===== config.mk =====
export PLATFORM = sky130hd
export DESIGN_NAME = ddr2_init_seq
export DESIGN_NICKNAME = d
export VERILOG_FILES = /design/src/rtl/ddr2_init_pkg.sv /design/src/rtl/ddr2_init_wait.sv /design/src/rtl/ddr2_init_step.sv /design/src/rtl/ddr2_init_seq.sv
export SDC_FILE = /design/constraint.sdc
export NUM_CORES = 1
export LEC_CHECK = 0
export ABC_AREA = 1
export CORE_MARGIN = 4
export CORE_UTILIZATION = 25
export CTS_CLUSTER_SIZE = 24
export DETAILED_ROUTE_END_ITERATION = 6
export SLEW_MARGIN = 20
export SYNTH_ARGS = -nofsm -noshare
export SYNTH_HDL_FRONTEND = slang
export SYNTH_HIERARCHICAL = 1
export SYNTH_SLANG_ARGS = --single-unit
export TNS_END_PERCENT = 20

===== constraint.sdc =====
create_clock -name clk -period 2 [get_ports clk]
set_input_delay 0.3 -clock clk [delete_from_list [all_inputs] [get_ports clk]]
set_output_delay 0.3 -clock clk [all_outputs]
set_load 0.05 [all_outputs]

===== src/rtl/ddr2_init_pkg.sv =====
// Package: shared command codes, state encoding and step numbers for the
// DDR2 power-up sequencer.
package ddr2_init_pkg;

    typedef enum logic [2:0] {
        CMD_NOP  = 3'd0,
        CMD_PRE  = 3'd1,
        CMD_MRS  = 3'd2,
        CMD_EMRS = 3'd3,
        CMD_REF  = 3'd4
    } ddr_cmd_e;

    typedef enum logic [1:0] {
        ST_IDLE,
        ST_ISSUE,
        ST_WAIT,
        ST_DONE
    } seq_state_e;

    localparam int unsigned NUM_STEPS = 13;
    localparam int unsigned STEP_W    = $clog2(NUM_STEPS);

    localparam logic [STEP_W-1:0] STEP_CLK_NOP = STEP_W'(0);
    localparam logic [STEP_W-1:0] STEP_CKE_NOP = STEP_W'(1);
    localparam logic [STEP_W-1:0] STEP_OCD_DEF = STEP_W'(11);
    localparam logic [STEP_W-1:0] STEP_LAST    = STEP_W'(NUM_STEPS - 1);

endpackage


===== src/rtl/ddr2_init_wait.sv =====
// Module: loadable down-counter that times the gap after each command.
// Assumes: load is high for one clock at command issue. expire is high
// once the count reaches one or zero, so a count of 0 acts like 1.
module ddr2_init_wait #(
    parameter int unsigned CNT_W = 16
) (
    input  logic             clk,
    input  logic             rst_n,
    input  logic             load,
    input  logic [CNT_W-1:0] load_val,
    output logic             expire
);
    logic [CNT_W-1:0] cnt_q;

    // Purpose: load on issue, otherwise count down to zero and hold.
    always_ff @(posedge clk) begin
        if (!rst_n) begin
            cnt_q <= '0;
        end else if (load) begin
            cnt_q <= load_val;
        end else if (cnt_q != '0) begin
            cnt_q <= cnt_q - CNT_W'(1);
        end
    end

    // Purpose: flag the last idle clock of the gap.
    always_comb begin
        expire = (cnt_q <= CNT_W'(1));
    end
endmodule


===== src/rtl/ddr2_init_step.sv =====
// Module: combinational decode of a step number into a command code, a
// bank address, an address/mode value and a wait count.
// Assumes: step is below NUM_STEPS and ADDR_W is at least 12.
module ddr2_init_step
    import ddr2_init_pkg::*;
#(
    parameter int unsigned ADDR_W  = 14,
    parameter int unsigned BA_W    = 3,
    parameter int unsigned CNT_W   = 16,
    parameter logic [2:0]  BL_CODE = 3'b010,
    parameter logic [2:0]  WR_CODE = 3'b001
) (
    input  logic [STEP_W-1:0] step,
    input  logic [2:0]        cas,
    input  logic [CNT_W-1:0]  wait_pwr,
    input  logic [CNT_W-1:0]  wait_mrd,
    input  logic [CNT_W-1:0]  wait_dll,
    input  logic [CNT_W-1:0]  wait_rfc,
    output ddr_cmd_e          cmd,
    output logic [BA_W-1:0]   ba,
    output logic [ADDR_W-1:0] addr,
    output logic [CNT_W-1:0]  wait_cycles
);
    localparam int unsigned OCD_LSB = 7;
    localparam int unsigned DLL_RST = 8;

    // Purpose: build the MRS operating value with or without DLL reset.
    function automatic logic [ADDR_W-1:0] mrs_word(input logic [2:0] lat,
                                                   input logic dll_rst);
        logic [ADDR_W-1:0] w;
        w          = '0;
        w[2:0]     = BL_CODE;
        w[6:4]     = lat;
        w[DLL_RST] = dll_rst;
        w[11:9]    = WR_CODE;
        return w;
    endfunction

    // Purpose: build the EMRS1 value carrying the OCD default code.
    function automatic logic [ADDR_W-1:0] ocd_word();
        logic [ADDR_W-1:0] w;
        w                      = '0;
        w[OCD_LSB+2:OCD_LSB]   = 3'b111;
        return w;
    endfunction

    // Purpose: map each step to its command, target register and wait.
    always_comb begin
        cmd         = CMD_NOP;
        ba          = '0;
        addr        = '0;
        wait_cycles = wait_mrd;
        case (step)
            STEP_W'(0):  cmd = CMD_NOP;
            STEP_W'(1):  begin cmd = CMD_NOP; wait_cycles = wait_pwr; end
            STEP_W'(2):  begin cmd = CMD_PRE; wait_cycles = wait_pwr; end
            STEP_W'(3):  begin cmd = CMD_EMRS; ba[1:0] = 2'b10; end
            STEP_W'(4):  begin cmd = CMD_EMRS; ba[1:0] = 2'b11; end
            STEP_W'(5):  begin cmd = CMD_EMRS; ba[1:0] = 2'b01; wait_cycles = wait_dll; end
            STEP_W'(6):  begin cmd = CMD_MRS; addr = mrs_word(cas, 1'b1); end
            STEP_W'(7):  cmd = CMD_PRE;
            STEP_W'(8):  begin cmd = CMD_REF; wait_cycles = wait_rfc; end
            STEP_W'(9):  begin cmd = CMD_REF; wait_cycles = wait_rfc; end
            STEP_W'(10): begin cmd = CMD_MRS; addr = mrs_word(cas, 1'b0); end
            STEP_W'(11): begin cmd = CMD_EMRS; ba[1:0] = 2'b01; addr = ocd_word(); end
            STEP_W'(12): begin cmd = CMD_EMRS; ba[1:0] = 2'b01; end
            default:     cmd = CMD_NOP;
        endcase
    end
endmodule


===== src/rtl/ddr2_init_seq.sv =====
// Module: DDR2 power-up sequencer top. It accepts start in idle, copies
// the configuration, issues the fixed command list with programmed gaps,
// then holds done and enables refresh.
// Assumes: rst_n is applied before the first start. A restart needs reset.
module ddr2_init_seq
    import ddr2_init_pkg::*;
#(
    parameter int unsigned ADDR_W  = 14,
    parameter int unsigned BA_W    = 3,
    parameter int unsigned CNT_W   = 16,
    parameter logic [2:0]  BL_CODE = 3'b010,
    parameter logic [2:0]  WR_CODE = 3'b001
) (
    input  logic              clk,
    input  logic              rst_n,
    input  logic              start,
    input  logic [2:0]        cfg_cas,
    input  logic              cfg_ocd_skip,
    input  logic [CNT_W-1:0]  cfg_wait_pwr,
    input  logic [CNT_W-1:0]  cfg_wait_mrd,
    input  logic [CNT_W-1:0]  cfg_wait_dll,
    input  logic [CNT_W-1:0]  cfg_wait_rfc,
    output logic              cmd_valid,
    output logic [2:0]        cmd_code,
    output logic [BA_W-1:0]   cmd_ba,
    output logic [ADDR_W-1:0] cmd_addr,
    output logic              ck_en,
    output logic              cke,
    output logic              busy,
    output logic              done,
    output logic              refresh_en
);
    seq_state_e        state_q;
    logic [STEP_W-1:0] step_q;
    logic [STEP_W-1:0] step_nxt;
    logic [2:0]        cas_q;
    logic              ocd_skip_q;
    logic [CNT_W-1:0]  wpwr_q, wmrd_q, wdll_q, wrfc_q;

    ddr_cmd_e          dec_cmd;
    logic [BA_W-1:0]   dec_ba;
    logic [ADDR_W-1:0] dec_addr;
    logic [CNT_W-1:0]  dec_wait;
    logic              gap_over;

    ddr2_init_step #(
        .ADDR_W(ADDR_W), .BA_W(BA_W), .CNT_W(CNT_W),
        .BL_CODE(BL_CODE), .WR_CODE(WR_CODE)
    ) u_step (
        .step(step_q), .cas(cas_q),
        .wait_pwr(wpwr_q), .wait_mrd(wmrd_q),
        .wait_dll(wdll_q), .wait_rfc(wrfc_q),
        .cmd(dec_cmd), .ba(dec_ba), .addr(dec_addr),
        .wait_cycles(dec_wait)
    );

    ddr2_init_wait #(.CNT_W(CNT_W)) u_wait (
        .clk(clk), .rst_n(rst_n),
        .load(state_q == ST_ISSUE),
        .load_val(dec_wait),
        .expire(gap_over)
    );

    // Purpose: choose the next step, skipping the OCD default if asked.
    always_comb begin
        step_nxt = step_q + STEP_W'(1);
        if (ocd_skip_q && (step_nxt == STEP_OCD_DEF)) begin
            step_nxt = step_nxt + STEP_W'(1);
        end
    end

    // Purpose: sequencer state, configuration copy and registered outputs.
    always_ff @(posedge clk) begin
        if (!rst_n) begin
            state_q    <= ST_IDLE;
            step_q     <= '0;
            cas_q      <= '0;
            ocd_skip_q <= 1'b0;
            wpwr_q     <= '0;
            wmrd_q     <= '0;
            wdll_q     <= '0;
            wrfc_q     <= '0;
            cmd_valid  <= 1'b0;
            cmd_code   <= CMD_NOP;
            cmd_ba     <= '0;
            cmd_addr   <= '0;
            ck_en      <= 1'b0;
            cke        <= 1'b0;
            done       <= 1'b0;
            refresh_en <= 1'b0;
        end else begin
            case (state_q)
                ST_IDLE: begin
                    if (start) begin
                        cas_q      <= cfg_cas;
                        ocd_skip_q <= cfg_ocd_skip;
                        wpwr_q     <= cfg_wait_pwr;
                        wmrd_q     <= cfg_wait_mrd;
                        wdll_q     <= cfg_wait_dll;
                        wrfc_q     <= cfg_wait_rfc;
                        step_q     <= '0;
                        state_q    <= ST_ISSUE;
                    end
                end
                ST_ISSUE: begin
                    cmd_valid <= 1'b1;
                    cmd_code  <= dec_cmd;
                    cmd_ba    <= dec_ba;
                    cmd_addr  <= dec_addr;
                    if (step_q == STEP_CLK_NOP) ck_en <= 1'b1;
                    if (step_q == STEP_CKE_NOP) cke   <= 1'b1;
                    state_q   <= ST_WAIT;
                end
                ST_WAIT: begin
                    cmd_valid <= 1'b0;
                    cmd_code  <= CMD_NOP;
                    cmd_ba    <= '0;
                    cmd_addr  <= '0;
                    if (gap_over) begin
                        if (step_q == STEP_LAST) begin
                            done    <= 1'b1;
                            state_q <= ST_DONE;
                        end else begin
                            step_q  <= step_nxt;
                            state_q <= ST_ISSUE;
                        end
                    end
                end
                ST_DONE: begin
                    refresh_en <= 1'b1;
                end
                default: state_q <= ST_IDLE;
            endcase
        end
    end

    // Purpose: report an active sequence.
    always_comb begin
        busy = (state_q == ST_ISSUE) || (state_q == ST_WAIT);
    end
endmodule


==> results.cfg <==
[setup_path]
reg2regPathDepth = 11
worstPathCellList = clkdlybuf4s50_1
cp.buffers_inverters = 1
cp_data_arrival_time_ps = 1620
crit_type = reg -> out
worst-path-max-fanout = 2
start_kind = flip-flop
cpLargestDelayFamily = buffers and inverters
cp_slowest_stage_delay_ps = 830
worst_ep_required_time_ps = 1700
endpoint_kind = primary output
cp_num_cells = 1
critical_path.slowest_cell = clkdlybuf4s50_1

[clock_network]
cts_max_level = 4
postCtsSetupRepairBufs = 0
cts_tree = built
cts-root-buf = clkbuf_16
insertion_delay_ps = 420
cts_buffers = 17
hold_buffers = 0
cts_num_sinks = 115
cts_buffer_depth = 2
cts_resized = 0
clkSlewWorstSetupHoldPaths_ps = 60

[power_and_ir_drop]
leakage_nw = 3.239
peakVddDrop_uv = 687.6
p_per_area_mw_per_mm2 = 1417

[placement]
port_buffers = 96
postPlaceCellArea_mm2 = 0.007069
dpl.hpwl_um = 11820
place_inst = 1215
gp_congestion = 0.8672

[die]
start_util = 0.2543
die_height_um = 160.0
core_mm2 = 0.02271
rows = 55
die_w_um = 160.0
ios = 97
dieArea_mm2 = 0.02559

[drt]
wirelength_um = 16150
viasPerCell = 4.478
route.detailed.drc = 0
drt_iter0_drc = 391
num_vias = 5579
antenna_left = 0
detail_route.wl_per_cell_um = 12.96
first_pass_iters = 5

[run]
maxCapViolCount = 0

[min_path]
hold_path_depth = 3
hp-class = in -> reg

[synth]
ys_seq_elements = 115
syn_area_per_cell_um2 = 6.785
synth_top_cell_by_area = dfxtp_1
syn_area_mm2 = 0.005774
synthTopCellsByArea = dfxtp_1 (40%), nor2_1 (14%), nand2_1 (8.4%)
yosysUniqueCellTypes = 35
syn_inst = 851
synth_top_area_frac = 0.3987
yosys_warnings = 6
synth-seq-area-share = 0.3987

[sta]
clock_skew_ps = 10.85
fin_crit_sh = 0.9594
timing.final.max_slew_violations = 0
finalHoldWorstSlack_ps = 394.1
max_freq_ghz = 0.5212
period_needed_ps = 1919
rsz0062_at_grt = true
max_slew_margin = 0.5302
setup_viol_count_final = 0
hold_viol = 0
tightestPinTransition_ps = 703.9

[cells_and_area]
final_core_util = 0.3366
drive_gt1_frac = 0.1082
num-fill-cells = 2458
syn_to_final_growth_pct = 32.37
fin_area_mm2 = 0.007644
final_cells = 1246
nNetsFinal = 1032
n_antenna_cell = 0

[grt]
grt_overflow = 0
grt_pass1_vias = 5576
grt_use_total = 0.1303
grt_antenna_before_repair = 0
grt_max_degree = 62
grt_first_pass_wirelength_um = 27300

[run_status]
status = finished clean
flip-flops by register name, summed over array words and instances (netlist names):
name and cells:
refresh_en 1, done 1, ck_en 1, ocd_skip_q 1
cmd_valid 1, cmd_addr 14, cke 1, wpwr_q 16
wmrd_q 16, step_q 4, cmd_code 3, u_wait/cnt_q 16
cmd_ba 3, wrfc_q 16, wdll_q 16, state_q 2
cas_q 3
cells in the final DEF, fill, tap and decap left out, drive strengths merged:
master	synthesis	routed
conb	1	8
clkbuf	17	21
a21oi	41	41
a31oi	2	2
nand3	96	96
ha	12	12
nor2	226	226
nor3	4	4
nand2	143	143
dfxtp	115	115
buf	33	28
clkinv	2	8
o21ai	81	81
inv	64	64
xor2	2	2
or2	2	2
o211ai	2	2
bufinv	0	2
o21bai	1	1
clkdlybuf4s50	0	94
nand4	7	7
clkinvlp	0	2
where the power goes:
group / internal [W] / leakage (nW) / switching, W
combinational: 0.00166 / 2.01 / 0.00291
clock: 0.00188 / 0.278 / 0.00105
sequential: 0.00290 / 0.947 / 0.000428
final timing paths:
path	start	endpoint	slack, ps
worst max-delay path	done$_SDFFE_PN0P_	done	80
worst min-delay path	rst_n	state_q[1]$_SDFFE_PN0P_	390
worst max register to register	u_wait/cnt_q[0]$_SDFFE_PN0P_	step_q[2]$_SDFFE_PN0P_	230
worst min register to register	cmd_addr[3]$_SDFFE_PN0P_	cmd_addr[3]$_SDFFE_PN0P_	470
cells in the mapped netlist, drive strengths merged:
cell    count
clkinv      2
dfxtp     115
clkbuf     17
buf        33
o21ai      81
a21oi      41
or2         2
ha         12
o211ai      2
nor2      226
a31oi       2
nand2     143
nand3      96
nand4       7
o21bai      1
xor2        2
inv        64
conb        1
nor3        4
stage by stage:
| step | setup TNS, ps | power [W] | worst slack, ps |
|---|---|---|---|
| after floorplan | 0 | 0.006640 | 229.2 |
| after global placement | 0 | 0.007888 | 271.2 |
| after detailed placement | 0 | 0.007930 | 211.1 |
| after CTS | 0 | 0.01089 | 38.19 |
| after global routing | -11.87 | 0.01170 | -11.87 |
| final | 0 | 0.01083 | 81.21 |
cell type report:
type | instances | area [um2] | area share
clock buffer | 21 | 460.4 | 0.06024
timing repair buffer | 122 | 1211 | 0.1585
multi-input combinational | 627 | 2953 | 0.3863
tap | 285 | 356.6 | 0.04665
sequential | 115 | 2305 | 0.3015
inverter | 66 | 249.0 | 0.03257
clock inverter | 10 | 108.9 | 0.01424
metal layers:
layer  up-vias  global-route usage  wire length, um
li1       2914                   -                -
met1      2489              0.1731             7847
met2       143              0.2015             7106
met3        33             0.03226              820
met4         0             0.05592              376
met5         -                   0                0
kinds of logic after synthesis:
kind of cell             after synthesis  synth area share
AO/OA/AOI/OAI                        127            0.1144
XOR/XNOR                               2          0.003034
adder cells (fa/ha/maj)               12           0.02600
buffers and inverters                116           0.09491
flip-flops                           115            0.3987
other                                  1         0.0006494
AND/OR/NAND/NOR                      478            0.3623
(Power assumes the default switching activity.)
